### config.mk
export PLATFORM = sky130hd
export DESIGN_NAME = lcd_raster_timer
export DESIGN_NICKNAME = d
export VERILOG_FILES = /design/src/rtl/lcdt_pkg.sv /design/src/rtl/lcdt_decode.sv /design/src/rtl/lcdt_pclk.sv /design/src/rtl/lcdt_scan.sv /design/src/rtl/lcd_raster_timer.sv
export SDC_FILE = /design/constraint.sdc
export NUM_CORES = 1
export LEC_CHECK = 0
export BUFFER_PORTS_ARGS = -buffer_cell sky130_fd_sc_hd__buf_2
export CAP_MARGIN = 20
export CELL_PAD_IN_SITES_DETAIL_PLACEMENT = 1
export CELL_PAD_IN_SITES_GLOBAL_PLACEMENT = 1
export CORE_ASPECT_RATIO = 1.1
export CORE_MARGIN = 1.5
export CORE_UTILIZATION = 45
export DETAILED_ROUTE_END_ITERATION = 8
export GPL_TIMING_DRIVEN = 0
export PLACE_DENSITY = 0.82
export SLEW_MARGIN = 40
export SYNTH_ARGS = -nofsm -noshare
export SYNTH_HDL_FRONTEND = slang
export SYNTH_SLANG_ARGS = --single-unit
### constraint.sdc
create_clock -name clk -period 6 [get_ports clk]
set_input_delay 0.3 -clock clk [delete_from_list [all_inputs] [get_ports clk]]
set_output_delay 0.3 -clock clk [all_outputs]
set_load 0.05 [all_outputs]
### src/rtl/lcdt_pkg.sv
package lcdt_pkg;
    localparam int DIV_W   = 8;
    localparam int H_CFG_W = 29;
    localparam int V_CFG_W = 32;
    localparam int X_CFG_W = 14;
    localparam int X_W     = 13;
    localparam int Y_W     = 12;
    localparam int PX_W    = 11;

    typedef struct packed {
        logic [X_W-1:0] hsw;
        logic [X_W-1:0] hstart;
        logic [X_W-1:0] hend;
        logic [X_W-1:0] htot_m1;
        logic [Y_W-1:0] vsw;
        logic [Y_W-1:0] vstart;
        logic [Y_W-1:0] vend;
        logic [Y_W-1:0] vtot_m1;
        logic           inv_hs;
        logic           inv_vs;
        logic           inv_pc;
        logic           fall;
    } lcdt_timing_t;

    typedef struct packed {
        logic [DIV_W-1:0] cnt;
        logic             run;
    } lcdt_div_t;

    typedef struct packed {
        logic [X_W-1:0] x;
        logic [Y_W-1:0] y;
        logic           hs_hold;
        logic           vs_hold;
        logic           fd;
    } lcdt_scan_t;
endpackage

### src/rtl/lcdt_decode.sv
module lcdt_decode
    import lcdt_pkg::*;
(
    input  logic [H_CFG_W-1:0] h_cfg,
    input  logic [V_CFG_W-1:0] v_cfg,
    input  logic [X_CFG_W-1:0] x_cfg,
    output lcdt_timing_t       tim
);
    logic [X_W-1:0] hsw, hbp, hfp, wid;
    logic [Y_W-1:0] vsw, vbp, vfp, hgt;

    always_comb begin
        // stored-minus-one horizontal fields, low part plus high part
        hsw = X_W'({x_cfg[7:4], h_cfg[21:16]}) + X_W'(1);
        hbp = X_W'({x_cfg[1:0], h_cfg[7:0]}) + X_W'(1);
        hfp = X_W'({x_cfg[3:2], h_cfg[15:8]}) + X_W'(1);
        wid = (X_W'({h_cfg[28], h_cfg[27:22]}) + X_W'(1)) << 4;
        // vertical porches are stored as-is, sync and height minus one
        vsw = Y_W'(v_cfg[21:16]) + Y_W'(1);
        vbp = Y_W'(v_cfg[7:0]);
        vfp = Y_W'(v_cfg[15:8]);
        hgt = Y_W'({x_cfg[8], v_cfg[31:22]}) + Y_W'(1);

        tim.hsw     = hsw;
        tim.hstart  = hsw + hbp;
        tim.hend    = hsw + hbp + wid;
        tim.htot_m1 = hsw + hbp + wid + hfp - X_W'(1);
        tim.vsw     = vsw;
        tim.vstart  = vsw + vbp;
        tim.vend    = vsw + vbp + hgt;
        tim.vtot_m1 = vsw + vbp + hgt + vfp - Y_W'(1);
        tim.inv_hs  = x_cfg[9];
        tim.inv_vs  = x_cfg[10];
        tim.inv_pc  = x_cfg[11];
        tim.fall    = x_cfg[12] & ~x_cfg[13];
    end
endmodule

### src/rtl/lcdt_pclk.sv
module lcdt_pclk
    import lcdt_pkg::*;
(
    input  logic             clk,
    input  logic             rst_n,
    input  logic             en,
    input  logic [DIV_W-1:0] div,
    output logic             run,
    output logic             pix_ce,
    output logic             half_tick,
    output logic             pclk_raw
);
    lcdt_div_t        s_d, s_q;
    logic [DIV_W-1:0] d_eff, d_m1, half;

    always_comb begin
        d_eff = (div < DIV_W'(2)) ? DIV_W'(2) : div;
        d_m1  = d_eff - DIV_W'(1);
        half  = d_eff >> 1;

        pix_ce    = s_q.run && (s_q.cnt >= d_m1);
        half_tick = s_q.run && (s_q.cnt == half - DIV_W'(1));
        pclk_raw  = s_q.run && (s_q.cnt < half);
        run       = s_q.run;

        s_d     = s_q;
        s_d.run = en;
        if (!en)
            s_d.cnt = '0;
        else if (s_q.run)
            s_d.cnt = pix_ce ? '0 : s_q.cnt + DIV_W'(1);
    end

    always_ff @(posedge clk or negedge rst_n) begin
        if (!rst_n) s_q <= '0;
        else        s_q <= s_d;
    end


    ce_gap_chk: assert property (@(posedge clk) disable iff (!rst_n)
        pix_ce |=> !pix_ce);

    ce_start_chk: assert property (@(posedge clk) disable iff (!rst_n)
        $rose(run) |-> !pix_ce && pclk_raw);
endmodule

### src/rtl/lcdt_scan.sv
module lcdt_scan
    import lcdt_pkg::*;
(
    input  logic            clk,
    input  logic            rst_n,
    input  logic            en,
    input  logic            run,
    input  logic            pix_ce,
    input  logic            half_tick,
    input  logic            pclk_raw,
    input  lcdt_timing_t    tim,
    output logic            pclk,
    output logic            hsync,
    output logic            vsync,
    output logic            de,
    output logic [PX_W-1:0] px,
    output logic [PX_W-1:0] py,
    output logic            frame_done
);
    lcdt_scan_t     s_d, s_q;
    logic           hs_c, vs_c, hact, vact, last_x, last_y, hs_a, vs_a;
    logic [X_W-1:0] x_off;
    logic [Y_W-1:0] y_off;

    always_comb begin
        hs_c   = s_q.x < tim.hsw;
        vs_c   = s_q.y < tim.vsw;
        hact   = (s_q.x >= tim.hstart) && (s_q.x < tim.hend);
        vact   = (s_q.y >= tim.vstart) && (s_q.y < tim.vend);
        last_x = s_q.x >= tim.htot_m1;
        last_y = s_q.y >= tim.vtot_m1;

        s_d    = s_q;
        s_d.fd = 1'b0;
        if (!en) begin
            s_d = '0;
        end else if (run) begin
            if (half_tick) begin
                s_d.hs_hold = hs_c;
                s_d.vs_hold = vs_c;
            end
            if (pix_ce) begin
                s_d.x = last_x ? '0 : s_q.x + X_W'(1);
                if (last_x) begin
                    s_d.y  = last_y ? '0 : s_q.y + Y_W'(1);
                    s_d.fd = last_y;
                end
            end
        end

        hs_a  = run && (tim.fall ? s_q.hs_hold : hs_c);
        vs_a  = run && (tim.fall ? s_q.vs_hold : vs_c);
        hsync = hs_a ^ tim.inv_hs;
        vsync = vs_a ^ tim.inv_vs;
        pclk  = pclk_raw ^ tim.inv_pc;
        de    = run && hact && vact;
        x_off = s_q.x - tim.hstart;
        y_off = s_q.y - tim.vstart;
        px    = de ? x_off[PX_W-1:0] : '0;
        py    = de ? y_off[PX_W-1:0] : '0;
        frame_done = s_q.fd;
    end

    always_ff @(posedge clk or negedge rst_n) begin
        if (!rst_n) s_q <= '0;
        else        s_q <= s_d;
    end


    fd_origin_chk: assert property (@(posedge clk) disable iff (!rst_n)
        frame_done |-> (s_q.x == '0) && (s_q.y == '0));

    de_sync_excl_chk: assert property (@(posedge clk) disable iff (!rst_n)
        de |-> !hs_c);

    x_range_chk: assert property (@(posedge clk) disable iff (!rst_n)
        (run && $stable(tim)) |-> s_q.x <= tim.htot_m1);

    idle_chk: assert property (@(posedge clk) disable iff (!rst_n)
        !run |-> !de && !frame_done && !pix_ce);
endmodule

### src/rtl/lcd_raster_timer.sv
module lcd_raster_timer
    import lcdt_pkg::*;
(
    input  logic               clk,
    input  logic               rst_n,
    input  logic               raster_en,
    input  logic [DIV_W-1:0]   pclk_div,
    input  logic [H_CFG_W-1:0] h_cfg,
    input  logic [V_CFG_W-1:0] v_cfg,
    input  logic [X_CFG_W-1:0] x_cfg,
    output logic               pix_ce,
    output logic               pclk,
    output logic               hsync,
    output logic               vsync,
    output logic               de,
    output logic [PX_W-1:0]    px,
    output logic [PX_W-1:0]    py,
    output logic               frame_done
);
    lcdt_timing_t tim;
    logic         run, half_tick, pclk_raw;

    lcdt_decode u_dec (
        .h_cfg (h_cfg),
        .v_cfg (v_cfg),
        .x_cfg (x_cfg),
        .tim   (tim)
    );

    lcdt_pclk u_div (
        .clk       (clk),
        .rst_n     (rst_n),
        .en        (raster_en),
        .div       (pclk_div),
        .run       (run),
        .pix_ce    (pix_ce),
        .half_tick (half_tick),
        .pclk_raw  (pclk_raw)
    );

    lcdt_scan u_scan (
        .clk        (clk),
        .rst_n      (rst_n),
        .en         (raster_en),
        .run        (run),
        .pix_ce     (pix_ce),
        .half_tick  (half_tick),
        .pclk_raw   (pclk_raw),
        .tim        (tim),
        .pclk       (pclk),
        .hsync      (hsync),
        .vsync      (vsync),
        .de         (de),
        .px         (px),
        .py         (py),
        .frame_done (frame_done)
    );
endmodule

==> out/results.tsv, run 1 <==
metric	value	unit
status	finished with violations	
violations	setup timing	
grt_pass1_wl	46200	µm
maxCapViolCount	0	
avgSynthCellArea	7.85	µm²
cts_root_buf	clkbuf_16	
fmax	0.154	GHz
ys_seq_area_share	10.9	%
num_vias	9776	
slew_viol_final	0	
synthArstFlopShare	100	%
drtIter0Drc	744	
vdd_drop_max	262	µV
whs	0.221	ns
cpPeakStageDelay	0.47	ns
num_antenna_cells	0	
grt_pass1_vias	9157	
synthFlopType	dfrtp_1	
synth_cells	1087	
synth_enable_flop_cells	0	
period_minus_slack	6.49	ns
power_density	294	mW/mm²
yosys-top-cells-area	ha_1, dfrtp_1, xnor2_1	
area_growth	29.9	%
grt_antenna_before_repair	0	
post-route-drc-count	0	
fin_area	0.0111	mm²
slowest_stage	a311oi_4	
die_w	134	µm
die_h	147	µm
die_area	0.0198	mm²
relSlewSlack	49.2	%
rsz0062_at_grt	yes	
postSynthRegisterBits	37	
tightest_slew	0.759	ns
period_share	108	%
path_class	in2out	
dpl-instance-area	0.00941	mm²
htree_levels	2	
synth_top_area_cell	ha_1	
clkLatencyLatePin	0.30	ns
path_cells	buf_2, ha_4, xor2_1, ha_1, a21oi_2, o21bai_1, a21oi_2, xnor2_2, ha_2, or4_1, o32a_1, a21o_1, a21oi_2, nand3b_1, ha_4, a22o_1, nor4_4, o41ai_4, a311oi_4, nand3_4, buf_4, nor2_1, buf_4	
grt_overflow_total	0	
fin_skew	0.00604	ns
port_buffers	112	
synth_top_cell_area_share	24.9	%
wl	37800	µm
firstDrtPassIters	5	
required	5.70	ns
path_max_fanout	10	
worstPathArrival	6.19	ns
endpoint_kind	output pin	
cts_buffer_depth	2	
p_leak	5.59	nW
power	0.00326	W
setup_viol	48	
start_util	46.2	%
numCtsBuffers	5	
cts_tree	yes	
core_area	0.0185	mm²
cp-start-kind	input pin	
synth_common_cells	ha_1, inv_1, nand2_1, nor2_1, a21oi_1	
antenna_left	0	
track_usage	28.9	%
crit_path_frequent_cell	a21oi_2	
dpl.hpwl	21300	µm
final_util	60.0	%
synth_warnings	0	
rows	52	
syn_nets	1351	
setup_ws	-0.494	ns
routedWlPerCell	25.1	µm
place.gp.congestion	0.876	
syn-cell-area	0.00853	mm²
netlist-cell-type-count	82	
fin_nets	1526	
synth_most_common_cell	ha_1	
cts_sinks	37	
viasPerCell	6.49	
r2r_slack	2.47	ns
hold_class	in2reg	
clk_pin_slew	0.06	ns
drive_gt1_share	26.6	%
hold_viol	0	
grt_start_max_net_pins	38	
ioPinCount	114	
-- what timing repair did --
item	CTS	global route
pin swaps	34	69
resized for setup	88	136
setup buffers	24	33
cloned	0	0
setup endpoints to repair	49	49
endpoints found under the hold margin	14	0
hold buffers	1	0
-- worst max-delay path, delay by kind of cell --
| kind | cells | cell delay, ns |
|---|---|---|
| adders and majority gates | 4 | 0.98 |
| and+or+nand+nor | 5 | 1.63 |
| AOI/OAI and AO/OA | 9 | 2.22 |
| buffers and inverters | 3 | 0.68 |
| xor gates and xnor gates | 2 | 0.36 |
-- per-layer routing --
metal | part of all wire, % | wire [µm] | vias up | global-route usage (%)
met1 | 37 | 14100 | 4765 | 35.5
met5 | 0 | 0 | - | 0
met3 | 7.1 | 2680 | 225 | 3.64
met2 | 49 | 18400 | 563 | 51.6
li1 | - | - | 4223 | -
met4 | 7.1 | 2690 | 0 | 10.0
-- kinds of logic after synthesis --
logic type,share of synthesized area [%]
compound gates,22.6
mux,1.20
fa+ha+maj,27.4
simple gates,20.6
xor+xnor,10.5
flops,10.9
buf+inv,6.84
-- registers in the layout, indices dropped and copies added (netlist names) --
| signal | count |
|---|---|
| u_div.run | 1 |
| u_div.s_q | 8 |
| u_scan.s_q | 27 |
| u_scan.frame_done | 1 |
-- path summary, 6_finish.rpt --
path,startpoint,endpoint,depth (start not counted)
setup / recovery,v_cfg[16],px[5],23
hold / removal,raster_en,u_div.run$_DFF_PN0_,1
setup reg to reg,u_div.s_q[1]$_DFFE_PN0P_,u_scan.s_q[22]$_DFFE_PN0P_,13
hold reg to reg,u_scan.s_q[1]$_DFFE_PN0P_,u_scan.s_q[1]$_DFFE_PN0P_,2
max in group asynchronous,rst_n,u_scan.s_q[10]$_DFFE_PN0P_,2
min in group asynchronous,rst_n,u_div.s_q[6]$_DFFE_PN0P_,2
-- power by group --
group / internal [W] / switching, W
clock network: 0.000208 / 0.000122
logic: 0.00116 / 0.00148
registers: 0.000258 / 0.0000251
total: 0.00163 / 0.00163
-- metrics by stage --
stage	cells	setup TNS (ns)	setup WS [ns]
2_1_floorplan	1087	0	0.0185
3_3_place_gp	1442	-31.55	-1.22
3_5_place_dp	1442	-37.06	-1.38
4_1_cts	1475	0	0.00695
5_1_grt	1506	-21.81	-0.597
6_report	1506	-15.35	-0.494
-- final cells by class --
| type | instances | area, µm² |
|---|---|---|
| inverter | 129 | 489 |
| sequential | 37 | 926 |
| clock inverter | 1 | 30.0 |
| timing repair buffer | 170 | 1110 |
| clock buffer | 7 | 143 |
| tap | 243 | 304 |
| fill | 2270 | 7400 |
| multi-input combinational | 900 | 7960 |
| buffer | 19 | 118 |
-- cell usage in the layout, fill, tap and decap left out, types with 6 or more instances in the layout --
| master | n |
|---|---|
| a211o_1 | 7 |
| a21boi_0 | 6 |
| a21o_1 | 36 |
| a21oi_1 | 44 |
| a21oi_2 | 17 |
| a22o_1 | 14 |
| and2_1 | 6 |
| and3_1 | 23 |
| buf_2 | 87 |
| buf_4 | 74 |
| buf_6 | 12 |
| clkbuf_1 | 9 |
| dfrtp_1 | 37 |
| ha_1 | 151 |
| ha_4 | 16 |
| inv_1 | 119 |
| inv_2 | 8 |
| nand2_1 | 57 |
| nand2b_1 | 22 |
| nand3_1 | 37 |
| nand4_1 | 9 |
| nor2_1 | 60 |
| nor2b_1 | 26 |
| nor3_1 | 7 |
| nor4_1 | 7 |
| o211ai_1 | 9 |
| o21a_1 | 22 |
| o21ai_0 | 38 |
| o21ai_1 | 8 |
| o21ai_2 | 8 |
| o21bai_1 | 10 |
| or2_2 | 8 |
| or3_1 | 11 |
| xnor2_1 | 47 |
| xnor2_2 | 12 |
| xor2_1 | 32 |
Note: power is estimated with default switching activity, not from simulation.
==> inputs of run 2 (changes only) <==
--- a/config.mk
+++ b/config.mk
@@ -14,7 +14,7 @@
 export CORE_UTILIZATION = 45
 export DETAILED_ROUTE_END_ITERATION = 8
 export GPL_TIMING_DRIVEN = 0
-export PLACE_DENSITY = 0.82
+export PLACE_DENSITY = 0.86
 export SLEW_MARGIN = 40
 export SYNTH_ARGS = -nofsm -noshare
 export SYNTH_HDL_FRONTEND = slang
==> out/results.tsv, run 2 (synthesis gave the netlist of run 1 again) <==
metric	value	unit
status	finished with violations	
violations	setup timing	
hold_viol	0	
worstPathArrival	7.07	ns
r2r_end	u_scan.s_q[26]$_DFFE_PN0P_	
track_usage	31.2	%
multi_input_area	0.00788	mm²
dpl-instance-area	0.00941	mm²
drtIter0Drc	972	
grt_overflow_total	0	
r2r_start	u_div.s_q[1]$_DFFE_PN0P_	
fin_skew	0.0235	ns
ioPinCount	114	
cpPeakStageDelay	0.59	ns
hold_class	in2reg	
required	6.25	ns
vdd_drop_max	234	µV
grt_antenna_before_repair	3	
grt_start_max_net_pins	38	
final_common_cell	ha_1	
setup_viol	49	
dpl.hpwl	21700	µm
worstRegToRegCells	13	
cp-start-kind	input pin	
num_vias	10100	
cts_root_buf	clkbuf_16	
grt_pass1_wl	49600	µm
layout_common_cells	ha_1, inv_1, buf_2	
whs	0.202	ns
largest_reg_flops	27	
n_fill_cell	2237	
wl	41500	µm
path_class	in2reg	
cts_buffer_depth	2	
htree_levels	2	
port_buffers	112	
endpoint_kind	flop	
period_minus_slack	6.82	ns
fin_nets	1537	
r2r_slack	2.24	ns
relSlewSlack	13.1	%
die_w	134	µm
grt_pass1_vias	9733	
power_density	310	mW/mm²
rsz0062_at_grt	yes	
cts_sinks	37	
cts_tree	yes	
post-route-drc-count	0	
regArea	926	µm²
core_area	0.0185	mm²
start_util	46.2	%
die_h	147	µm
maxCapViolCount	0	
viasPerCell	6.66	
endpoint	u_scan.s_q[22]$_DFFE_PN0P_	
area_growth	29.5	%
path_max_fanout	5	
setup_ws	-0.819	ns
drive_gt1_share	26.8	%
clkLatencyLatePin	0.32	ns
reg.largest.list	u_scan.s_q: 27 flops, u_div.s_q: 8 flops	
routedWlPerCell	27.3	µm
power	0.00342	W
clk_pin_slew	0.08	ns
max_flop_register	u_scan.s_q	
slew_viol_final	0	
place.gp.congestion	0.895	
die_area	0.0198	mm²
startpoint	h_cfg[21]	
tightest_slew	1.30	ns
fmax	0.147	GHz
fin_tns_setup	-19.11	ns
rows	52	
p_leak	5.62	nW
antenna_left	0	
fin_area	0.0110	mm²
numCtsBuffers	5	
firstDrtPassIters	6	
period_share	114	%
slowest_stage	xnor2_2	
-- run 2: timing repair --
action / CTS / global route
setup buffers: 25 / 40
gates resized for setup: 88 / 118
pin swaps: 33 / 66
cloned: 0 / 2
hold buffers: 1 / 0
endpoints found under the setup margin: 49 / 49
hold endpoints to repair: 19 / 0
-- run 2: how the worst min path moves through the flow --
stage	start	slack, ns	depth (start not counted)	to
floorplan	rst_n	0.004	0	u_div.run$_DFF_PN0_
global placement	rst_n	0.46	1	u_scan.s_q[3]$_DFFE_PN0P_
detailed placement	rst_n	0.30	1	u_scan.s_q[3]$_DFFE_PN0P_
CTS	raster_en	0.21	1	u_div.run$_DFF_PN0_
global route	raster_en	0.19	1	u_div.run$_DFF_PN0_
finish	raster_en	0.20	1	u_div.run$_DFF_PN0_
-- run 2: worst max-delay path: cells and delay by family --
family / cells / cell delay, ns
AOI/OAI and AO/OA: 7 / 1.48
xor gates and xnor gates: 5 / 1.48
adders and majority gates: 4 / 1.14
buffers and inverters: 3 / 0.46
and+or+nand+nor: 12 / 2.14
-- run 2: metal layers --
metal	routed length [µm]	track usage (%)
met3	3380	4.70
met2	19600	56.8
met5	0	0
met4	4090	14.6
met1	14400	35.5
-- run 2: area by class of cell --
class,instances,area share [%]
multi-input combinational,900,71.4
sequential,37,8.38
timing repair buffer,180,10.4
clock inverter,1,0.0793
buffer,20,1.17
antenna,2,0.0453
tap,243,2.75
clock buffer,7,1.38
inverter,129,4.43
-- run 2: power by group --
part           total (W)  switching (W)  internal (W)
clock network   0.000318       0.000139      0.000179
registers       0.000282      0.0000242      0.000258
logic            0.00282        0.00163       0.00119
-- run 2: stage by stage --
step | worst slack (ns) | util [%] | cells
after CTS | -0.0145 | 55.3 | 1476
after global placement | -1.23 | 50.8 | 1442
final | -0.819 | 59.8 | 1519
after global routing | -0.795 | 59.8 | 1518
after floorplan | 0.0185 | - | 1087
after detailed placement | -1.44 | 50.9 | 1442
